===== config.mk =====
export PLATFORM = sky130hd
export DESIGN_NAME = txdis_fault_ctrl
export DESIGN_NICKNAME = d
export VERILOG_FILES = /design/src/rtl/txdis_pkg.sv /design/src/rtl/txdis_sync.sv /design/src/rtl/txdis_timer.sv /design/src/rtl/txdis_fsm.sv /design/src/rtl/txdis_fault_ctrl.sv
export SDC_FILE = /design/constraint.sdc
export NUM_CORES = 1
export LEC_CHECK = 0
export BUFFER_PORTS_ARGS = -buffer_cell sky130_fd_sc_hd__buf_4
export CAP_MARGIN = 10
export CORE_ASPECT_RATIO = 0.8
export CORE_UTILIZATION = 55
export CTS_CLUSTER_DIAMETER = 60
export DETAILED_ROUTE_END_ITERATION = 8
export GPL_TIMING_DRIVEN = 0
export HOLD_SLACK_MARGIN = 0.12
export PLACE_DENSITY = 0.71
export SETUP_SLACK_MARGIN = 0.02
export SYNTH_ARGS = -nofsm -noshare
export SYNTH_HDL_FRONTEND = slang
export SYNTH_SLANG_ARGS = --single-unit
export TNS_END_PERCENT = 10

===== constraint.sdc =====
create_clock -name clk -period 4 [get_ports clk]
set_clock_uncertainty 0.1 [all_clocks]
set_input_delay 0.4 -clock clk [delete_from_list [all_inputs] [get_ports clk]]
set_output_delay 0.4 -clock clk [all_outputs]
set_load 0.02 [all_outputs]

===== src/rtl/txdis_pkg.sv =====
package txdis_pkg;
   typedef enum logic [2:0] {
      ST_RESET_INIT   = 3'd0,
      ST_ACTIVE       = 3'd1,
      ST_DISABLED     = 3'd2,
      ST_FAULT        = 3'd3,
      ST_FAULT_RST_WT = 3'd4
   } txdis_state_e;
endpackage


===== src/rtl/txdis_sync.sv =====
module txdis_sync #(
   parameter int WIDTH  = 1,
   parameter int STAGES = 2
) (
   input  logic             clk,
   input  logic             rst_n,
   input  logic [WIDTH-1:0] d_async,
   output logic [WIDTH-1:0] q_sync
);
   initial begin
      if (STAGES < 2) $error("txdis_sync: STAGES must be at least 2");
      if (WIDTH < 1)  $error("txdis_sync: WIDTH must be at least 1");
   end

   genvar b;
   generate
      for (b = 0; b < WIDTH; b++) begin : g_bit
         logic [STAGES-1:0] chain;
         always_ff @(posedge clk or negedge rst_n) begin
            if (!rst_n) chain <= '0;
            else        chain <= {chain[STAGES-2:0], d_async[b]};
         end
         assign q_sync[b] = chain[STAGES-1];
      end
   endgenerate
endmodule


===== src/rtl/txdis_timer.sv =====
module txdis_timer #(
   parameter int CW        = 8,
   parameter int RST_VALUE = 1
) (
   input  logic          clk,
   input  logic          rst_n,
   input  logic          load,
   input  logic [CW-1:0] load_val,
   output logic          expired
);
   logic [CW-1:0] cnt;

   always_ff @(posedge clk or negedge rst_n) begin
      if (!rst_n)          cnt <= CW'(RST_VALUE);
      else if (load)       cnt <= load_val;
      else if (cnt != '0)  cnt <= cnt - 1'b1;
   end

   assign expired = (cnt == '0);
endmodule


===== src/rtl/txdis_fsm.sv =====
module txdis_fsm
   import txdis_pkg::*;
#(
   parameter int CW           = 8,
   parameter int INIT_CYCLES  = 100,
   parameter int RESET_CYCLES = 10
) (
   input  logic         clk,
   input  logic         rst_n,
   input  logic         dis_any,
   input  logic         flt_sync,
   input  logic         tmr_expired,
   output logic         tmr_load,
   output logic [CW-1:0] tmr_val,
   output txdis_state_e state,
   output logic         init_done
);
   txdis_state_e nxt;

   always_comb begin
      nxt = state;
      unique case (state)
         ST_RESET_INIT: begin
            if (dis_any)          nxt = ST_DISABLED;
            else if (tmr_expired) nxt = flt_sync ? ST_FAULT : ST_ACTIVE;
         end
         ST_ACTIVE: begin
            if (flt_sync)     nxt = ST_FAULT;
            else if (dis_any) nxt = ST_DISABLED;
         end
         ST_DISABLED: begin
            if (!dis_any) nxt = ST_RESET_INIT;
         end
         ST_FAULT: begin
            if (dis_any) nxt = ST_FAULT_RST_WT;
         end
         ST_FAULT_RST_WT: begin
            if (!dis_any) nxt = tmr_expired ? ST_RESET_INIT : ST_FAULT;
         end
         default: nxt = ST_FAULT;
      endcase
   end

   always_comb begin
      tmr_load = 1'b0;
      tmr_val  = CW'(INIT_CYCLES);
      if (nxt == ST_RESET_INIT && state != ST_RESET_INIT) begin
         tmr_load = 1'b1;
         tmr_val  = CW'(INIT_CYCLES);
      end else if (nxt == ST_FAULT_RST_WT && state != ST_FAULT_RST_WT) begin
         tmr_load = 1'b1;
         tmr_val  = CW'(RESET_CYCLES);
      end
   end

   always_ff @(posedge clk or negedge rst_n) begin
      if (!rst_n) begin
         state     <= ST_RESET_INIT;
         init_done <= 1'b0;
      end else begin
         state <= nxt;
         if (state == ST_RESET_INIT && !dis_any && tmr_expired)
            init_done <= 1'b1;
      end
   end
endmodule


===== src/rtl/txdis_fault_ctrl.sv =====
module txdis_fault_ctrl
   import txdis_pkg::*;
#(
   parameter int INIT_CYCLES  = 1000,
   parameter int RESET_CYCLES = 100,
   parameter int SYNC_STAGES  = 2
) (
   input  logic clk,
   input  logic rst_n,
   input  logic tx_dis_pin,
   input  logic soft_dis,
   input  logic laser_flt,
   output logic laser_en,
   output logic flt_out,
   output logic stat_dis_pin,
   output logic stat_flt,
   output logic stat_soft_dis,
   output logic stat_not_ready
);
   localparam int MAXC = (INIT_CYCLES > RESET_CYCLES) ? INIT_CYCLES : RESET_CYCLES;
   localparam int CW   = $clog2(MAXC + 1);

   initial begin
      if (INIT_CYCLES < 1)  $error("txdis_fault_ctrl: INIT_CYCLES must be >= 1");
      if (RESET_CYCLES < 1) $error("txdis_fault_ctrl: RESET_CYCLES must be >= 1");
   end

   logic [1:0]   sync_q;
   logic         dis_sync, flt_sync, dis_any;
   logic         tmr_load, tmr_expired, init_done;
   logic [CW-1:0] tmr_val;
   txdis_state_e state;

   txdis_sync #(.WIDTH(2), .STAGES(SYNC_STAGES)) u_sync (
      .clk     (clk),
      .rst_n   (rst_n),
      .d_async ({laser_flt, tx_dis_pin}),
      .q_sync  (sync_q)
   );
   assign dis_sync = sync_q[0];
   assign flt_sync = sync_q[1];
   assign dis_any  = dis_sync | soft_dis;

   txdis_timer #(.CW(CW), .RST_VALUE(INIT_CYCLES)) u_tmr (
      .clk      (clk),
      .rst_n    (rst_n),
      .load     (tmr_load),
      .load_val (tmr_val),
      .expired  (tmr_expired)
   );

   txdis_fsm #(.CW(CW), .INIT_CYCLES(INIT_CYCLES), .RESET_CYCLES(RESET_CYCLES)) u_fsm (
      .clk         (clk),
      .rst_n       (rst_n),
      .dis_any     (dis_any),
      .flt_sync    (flt_sync),
      .tmr_expired (tmr_expired),
      .tmr_load    (tmr_load),
      .tmr_val     (tmr_val),
      .state       (state),
      .init_done   (init_done)
   );

   assign laser_en       = (state == ST_RESET_INIT) || (state == ST_ACTIVE);
   assign flt_out        = (state == ST_FAULT) || (state == ST_FAULT_RST_WT);
   assign stat_dis_pin   = dis_sync;
   assign stat_flt       = flt_out;
   assign stat_soft_dis  = soft_dis;
   assign stat_not_ready = !init_done;
endmodule


# --- Word-level counts from Yosys, hierarchy flattened ---
# Index checks and enable logic that the tools add are counted.
classes:
  muxes: 16
  mul: 0
  add_sub_neg: 1
  n_reduce_logical: 14
  eq_ne: 6
  shifts: 0
  div_mod_pow: 0
  magnitude_cmp: 0
  bitwise_logic: 1
op_table:
  columns: ["cell", "n"]
  rows:
  - ["10-bit 2-to-1 mux", 4]
  - ["3-bit 2-to-1 mux", 7]
  - ["3-bit case mux with 5 select lines", 1]
  - ["10-bit zero test", 1]
  - ["10-bit nonzero test", 1]
  - ["10-bit by 1-bit subtractor with 10-bit output (second input constant)", 1]
  - ["3-bit by 2-bit equality test with 1-bit output (second input constant)", 2]
  - ["3-bit equality test (second input constant)", 2]
  - ["3-bit zero test", 2]
  - ["1-bit logical AND", 4]
  - ["2-bit 2-to-1 mux", 2]
  - ["3-bit by 1-bit equality test with 1-bit output (second input constant)", 1]
  - ["3-bit inequality test (second input constant)", 1]
  - ["3-bit nonzero test", 1]
  - ["1-bit zero test", 2]
  - ["1-bit logical OR", 2]
  - ["1-bit 2-to-1 mux", 2]
  - ["2-bit nonzero test", 1]
  - ["1-bit OR", 1]
totals:
  memories: 0
  regBits: 18
  in_bits: 5
  mem_bits_ro: 0
  mem_bits_rw: 0
  latch_bits: 0

# --- Longest topological paths before layout ---
logic_depth:
  depth_word: 9
  mapped_depth: 7
  ltp_nobuf: 6

# --- Hierarchy ---
# Synthesis repeated with hierarchy kept, for this count alone.
unflattened:
  hier_cells: 120
  area_unflattened_um2: 1086.0
by_module_without_submodules:
  columns: ["module", "seq_area_each_um2", "area_per_inst_um2", "n_inst", "cells_each"]
  rows:
  - ["txdis_timer", 257.7, 601.8, 1, 67]
  - ["txdis_fsm", 100.1, 317.8, 1, 39]
  - ["txdis_sync", 100.1, 115.1, 1, 6]
  - ["txdis_fault_ctrl", 0.0, 51.3, 1, 8]

# --- Worst setup path before layout ---
# Ideal clock, no wire load.
synth_path:
  kind: "register to register"
  from: "register u_tmr.cnt[0]"
  to: "register u_tmr.cnt[8]"
  path_stages_with_launch: 7
  t_arrival_ns: 1.725
  t_required_ns: 3.818
  period_less_slack_ns: 1.907
  slack_ns: 2.093
  path_buffers: 0
  path_cell_list: "dfrtp_1 > inv_1 > ha_1 > or3b_2 > nor4b_1 > o31ai_1 > a22oi_1"
synth_via:
  elab_chain_len: 9
  elab_cells_between_ends: 19
  classes_between: "add/sub: 1; eq/ne: 1; mux: 11; reduce/logical: 6"
synth_lines:
  columns: ["item", "line", "text"]
  rows:
  - ["from (decl)", "txdis_timer.sv:11", "logic [CW-1:0] cnt;"]
  - ["from (signal assigned)", "txdis_timer.sv:14", "if (!rst_n) cnt <= CW'(RST_VALUE);"]
  - ["from (signal assigned)", "txdis_timer.sv:15", "else if (load) cnt <= load_val;"]
  - ["from (signal assigned)", "txdis_timer.sv:16", "else if (cnt != '0) cnt <= cnt - 1'b1;"]
  - ["10-bit zero test", "txdis_timer.sv:19", "assign expired = (cnt == '0);"]
  - ["2-bit 2-to-1 mux or 3-bit 2-to-1 mux (tied branches)", "txdis_fsm.sv:38, txdis_fsm.sv:25", null]
  - ["3-bit 2-to-1 mux (on tied branches)", "txdis_fsm.sv:38, txdis_fsm.sv:24", null]
  - ["3-bit case mux with 5 select lines", "txdis_fsm.sv:22", "unique case (state)"]
  - ["3-bit equality test", "txdis_fsm.sv:50", "end else if (nxt == ST_FAULT_RST_WT && state != ST_FAULT_RST_WT) begin"]
  - ["1-bit logical AND", "txdis_fsm.sv:50", null]
  - ["10-bit 2-to-1 mux or 1-bit 2-to-1 mux (tied branches)", "txdis_fsm.sv:50", null]
  - ["10-bit 2-to-1 mux or 1-bit 2-to-1 mux (tied branches)", "txdis_fsm.sv:47", "if (nxt == ST_RESET_INIT && state != ST_RESET_INIT) begin"]
  - ["10-bit 2-to-1 mux or 2-bit nonzero test (tied branches)", null, null]
# Several ways; a longest one is shown, not always the timed one. The select of a mux whose other input is x is not followed.
# A chain may end at the register's enable or synchronous reset.

# --- Worst setup path in the final report ---
layout_path:
  from: "register u_tmr.cnt[0]"
  to: "register u_tmr.cnt[1]"
layout_via:
  elab_chain_len: 9
  elab_cells_between_ends: 18
  classes_between: "add/sub: 1; eq/ne: 1; mux: 10; reduce/logical: 6"
layout_lines:
  columns: ["item", "line"]
  rows:
  - ["10-bit zero test", "txdis_timer.sv:19"]
  - ["2-bit 2-to-1 mux or 3-bit 2-to-1 mux (tied branches)", "txdis_fsm.sv:38, txdis_fsm.sv:25"]
  - ["3-bit 2-to-1 mux (on tied branches)", "txdis_fsm.sv:38, txdis_fsm.sv:24"]
  - ["3-bit case mux with 5 select lines", "txdis_fsm.sv:22"]
  - ["3-bit equality test", "txdis_fsm.sv:50"]
  - ["1-bit logical AND", "txdis_fsm.sv:50"]
  - ["1-bit 2-to-1 mux", "txdis_fsm.sv:50"]
  - ["1-bit 2-to-1 mux", "txdis_fsm.sv:47"]
  - ["10-bit 2-to-1 mux or 2-bit nonzero test (tied branches)", null]
# Several ways; a longest one is shown, not always the timed one. The select of a mux whose other input is x is not followed.

==> flow_metrics.env <==
export IMPL_ys_types=43
export IMPL_placed_area_um2=1130
export IMPL_powerDensity_nw_per_um2=437
export IMPL_totalWireLength_um=2190
export IMPL_synth_mux_area_share_pct=0
export IMPL_die_area_um2=2060
export IMPL_setup_worst_path_end_class="flip-flop"
export IMPL_coreArea_um2=1690
export IMPL_final_common_cell="nor2_1"
export IMPL_ys_ff_latch=18
export IMPL_synth_compound_area_share_pct=24.0
export IMPL_seq_area_frac_synth_pct=44.4
export IMPL_synth_adder_area_share_pct=1.21
export IMPL_synth_xor_area_share_pct=1.70
export IMPL_clock_sinks=18
export IMPL_postCtsSetupBuffers=0
export IMPL_avgSynthCellArea_um2=9.47
export IMPL_hpwl_um=1620
export IMPL_synth_top_family_by_area="compound AO/OA/AOI/OAI gates"
export IMPL_finalCritPeriodShare_pct=58.3
export IMPL_row_count=13
export IMPL_grt_busiest_layer="met2"
export IMPL_initial_core_util_pct=61.0
export IMPL_use_met1_pct=33.4
export IMPL_regToRegStartpoint="u_tmr.cnt[0]$_DFFE_PN0P_"
export IMPL_post_route_drc_count=0
export IMPL_grt_util_met3_pct=7.04
export IMPL_tightest_slew_ps=580
export IMPL_slew_headroom_pct=61.2
export IMPL_antennaDiodeCount=0
export IMPL_cts_htree_levels=1
export IMPL_clkTransAtPathRegs_ps=90
export IMPL_crit_required_ps=4070
export IMPL_numCtsBuffers=3
export IMPL_cp_max_fo=7
export IMPL_antenna_found_initial=0
export IMPL_grtUsageMet2_pct=40.3
export IMPL_postCtsResizedCells=0
export IMPL_worst_setup_path_type="flip-flop to flip-flop"
export IMPL_grt_max_degree=19
export IMPL_final_max_slew_viol_count=0
export IMPL_synth_edf_count=0
export IMPL_r2r_end="u_tmr.cnt[1]$_DFFE_PN0P_"
export IMPL_total_leakage_power_nw=0.503
export IMPL_routedWlPerCell_um=14.8
export IMPL_area_growth_pct=16.4
export IMPL_ir_worst_vdd_mv=0.291
export IMPL_num_vias=912
export IMPL_synth_area_um2=1030
export IMPL_dieHeight_um=40.8
export IMPL_finalCriticalPeriod_ps=2330
export IMPL_ant_nets=0
export IMPL_cts_hold_buffers=3
export IMPL_ys_warn_count=0
export IMPL_ios=11
export IMPL_rr_worst_depth=6
export IMPL_fmax_ghz=0.429
export IMPL_fin_area_um2=1200
export IMPL_synth_ff_type="dfrtp_1"
export IMPL_clockRootBuffer="clkbuf_4"
export IMPL_run_status="finished, final reports clean"
export IMPL_grt_usage_pct=25.3
export IMPL_gp_congestion=0.874
export IMPL_synth_async_sr_flop_share_pct=100
export IMPL_maxCapViolCount=0
export IMPL_hold_class="flip-flop to flip-flop"
export IMPL_routed_via_density=6.16
export IMPL_grt_pass1_wl_um=3660
export IMPL_grt_pass1_vias=818
export IMPL_die_x_um=50.4
export IMPL_drive_above_1_share_pct=23.8
export IMPL_min_from="u_sync.g_bit[0].chain[0]$_DFF_PN0_"
export IMPL_synthCells=109
export IMPL_rsz0062_at_grt="no"
export IMPL_clockBufferDepth=2
export IMPL_synth_fp_nets=115
export IMPL_start_kind="flip-flop"
export IMPL_layout_nets=133
export IMPL_clk_latency_ps=290
export IMPL_tns_ps=0
export IMPL_overflow=0
export IMPL_layout_common_cells="nor2_1 (13), buf_4 (12), dfrtp_1 (12), nand2_1 (8), dfstp_2 (6)"
export IMPL_worstHoldPathCells=0
export IMPL_synth_simple_area_share_pct=23.8
export IMPL_regToRegSetupSlack_ps=1670
export IMPL_drt_iter0_markers=18
export IMPL_cp_data_arrival_time_ps=2410
export IMPL_port_buffers=10
export IMPL_setup_viol=0
export IMPL_holdPathEnd="u_sync.g_bit[0].chain[1]$_DFF_PN0_"
export IMPL_cts_tree="built"
export IMPL_first_pass_iters=4
export IMPL_timing_final_hold_violations=0
cell families after synthesis:
family | count (synthesis)
adders and majority gates | 1
buffers and inverters | 11
DFF | 18
AOI/OAI and AO/OA | 34
and+or+nand+nor | 43
xor gates and xnor gates | 2
per-stage QoR:
stage               hold WS [ps]  utilization (%)  instances  setup slack [ps]  power, mW
finish                       261             71.0        148              1670      0.524
global route                 278             71.0        148              1370      0.554
CTS                          265             71.0        148              1680      0.526
detailed placement           178             67.1        141              1700      0.413
global placement             175             67.1        141              1830      0.404
floorplan                   4.41                -        109              2090      0.368
worst max path at each step:
stage               depth (start not counted)  slack [ps]                  endpoint                      from
floorplan                                   6        2090  u_tmr.cnt[8]$_DFFE_PN1P_  u_tmr.cnt[0]$_DFFE_PN0P_
global placement                            6        1830  u_tmr.cnt[1]$_DFFE_PN0P_  u_tmr.cnt[0]$_DFFE_PN0P_
detailed placement                          6        1700  u_tmr.cnt[1]$_DFFE_PN0P_  u_tmr.cnt[0]$_DFFE_PN0P_
CTS                                         6        1680  u_tmr.cnt[1]$_DFFE_PN0P_  u_tmr.cnt[0]$_DFFE_PN0P_
global route                                6        1370  u_tmr.cnt[1]$_DFFE_PN0P_  u_tmr.cnt[0]$_DFFE_PN0P_
finish                                      6        1670  u_tmr.cnt[1]$_DFFE_PN0P_  u_tmr.cnt[0]$_DFFE_PN0P_
layout make-up:
type / count / area (um2)
Buffer: 7 / 36.3
Clock buffer: 4 / 36.3
Fill cell: 146 / 490
Inverter: 4 / 15.0
Multi-Input combinational cell: 80 / 523
Sequential cell: 18 / 458
Tap cell: 22 / 27.5
Timing Repair Buffer: 13 / 105
power by group:
part,leakage (nW),internal [mW],switching (mW)
clock network,0.0210,0.0555,0.0551
logic,0.275,0.0661,0.0722
registers,0.207,0.226,0.0493
total,0.503,0.348,0.177
per-layer routing:
layer	vias to the layer above	wire length, um	part of all wire (%)
met5	-	0	0
met4	0	39	1.8
met3	8	143	6.5
met2	40	969	44
met1	427	1040	47
li1	437	-	-
flip-flops by register name (all words and copies together), names as in the netlist:
signal and flops:
u_fsm.init_done 1, u_sync.g_bit.chain 4, u_tmr.cnt 10, u_fsm.state 3
Yosys cell counts (all sizes together), types with 2 or more instances:
cell type / n / share of area [%]
clkbuf: 3 / 1.1
nor3: 2 / 0.97
a21o: 2 / 1.5
or2: 2 / 1.2
or4: 3 / 2.5
a22oi: 3 / 2.2
o31ai: 4 / 2.9
xnor2: 2 / 1.7
nand2: 8 / 2.9
nand3: 5 / 2.4
buf: 4 / 2.4
dfstp: 6 / 15
dfrtp: 12 / 29
nor2: 13 / 4.7
o22ai: 3 / 1.8
a21oi: 3 / 1.5
a32oi: 2 / 1.7
nor4b: 2 / 2.3
inv: 4 / 1.5
a21boi: 2 / 1.5
o21ai: 5 / 2.4
a211oi: 2 / 1.5
worst max-delay path, cell delays in order, from the launching register on:
cell	delay, ps
dfrtp_1	410
inv_1	100
ha_1	270
nor3b_1	530
nand3_1	370
o21ai_0	340
a211oi_1	90
(Power assumes the default switching activity.)
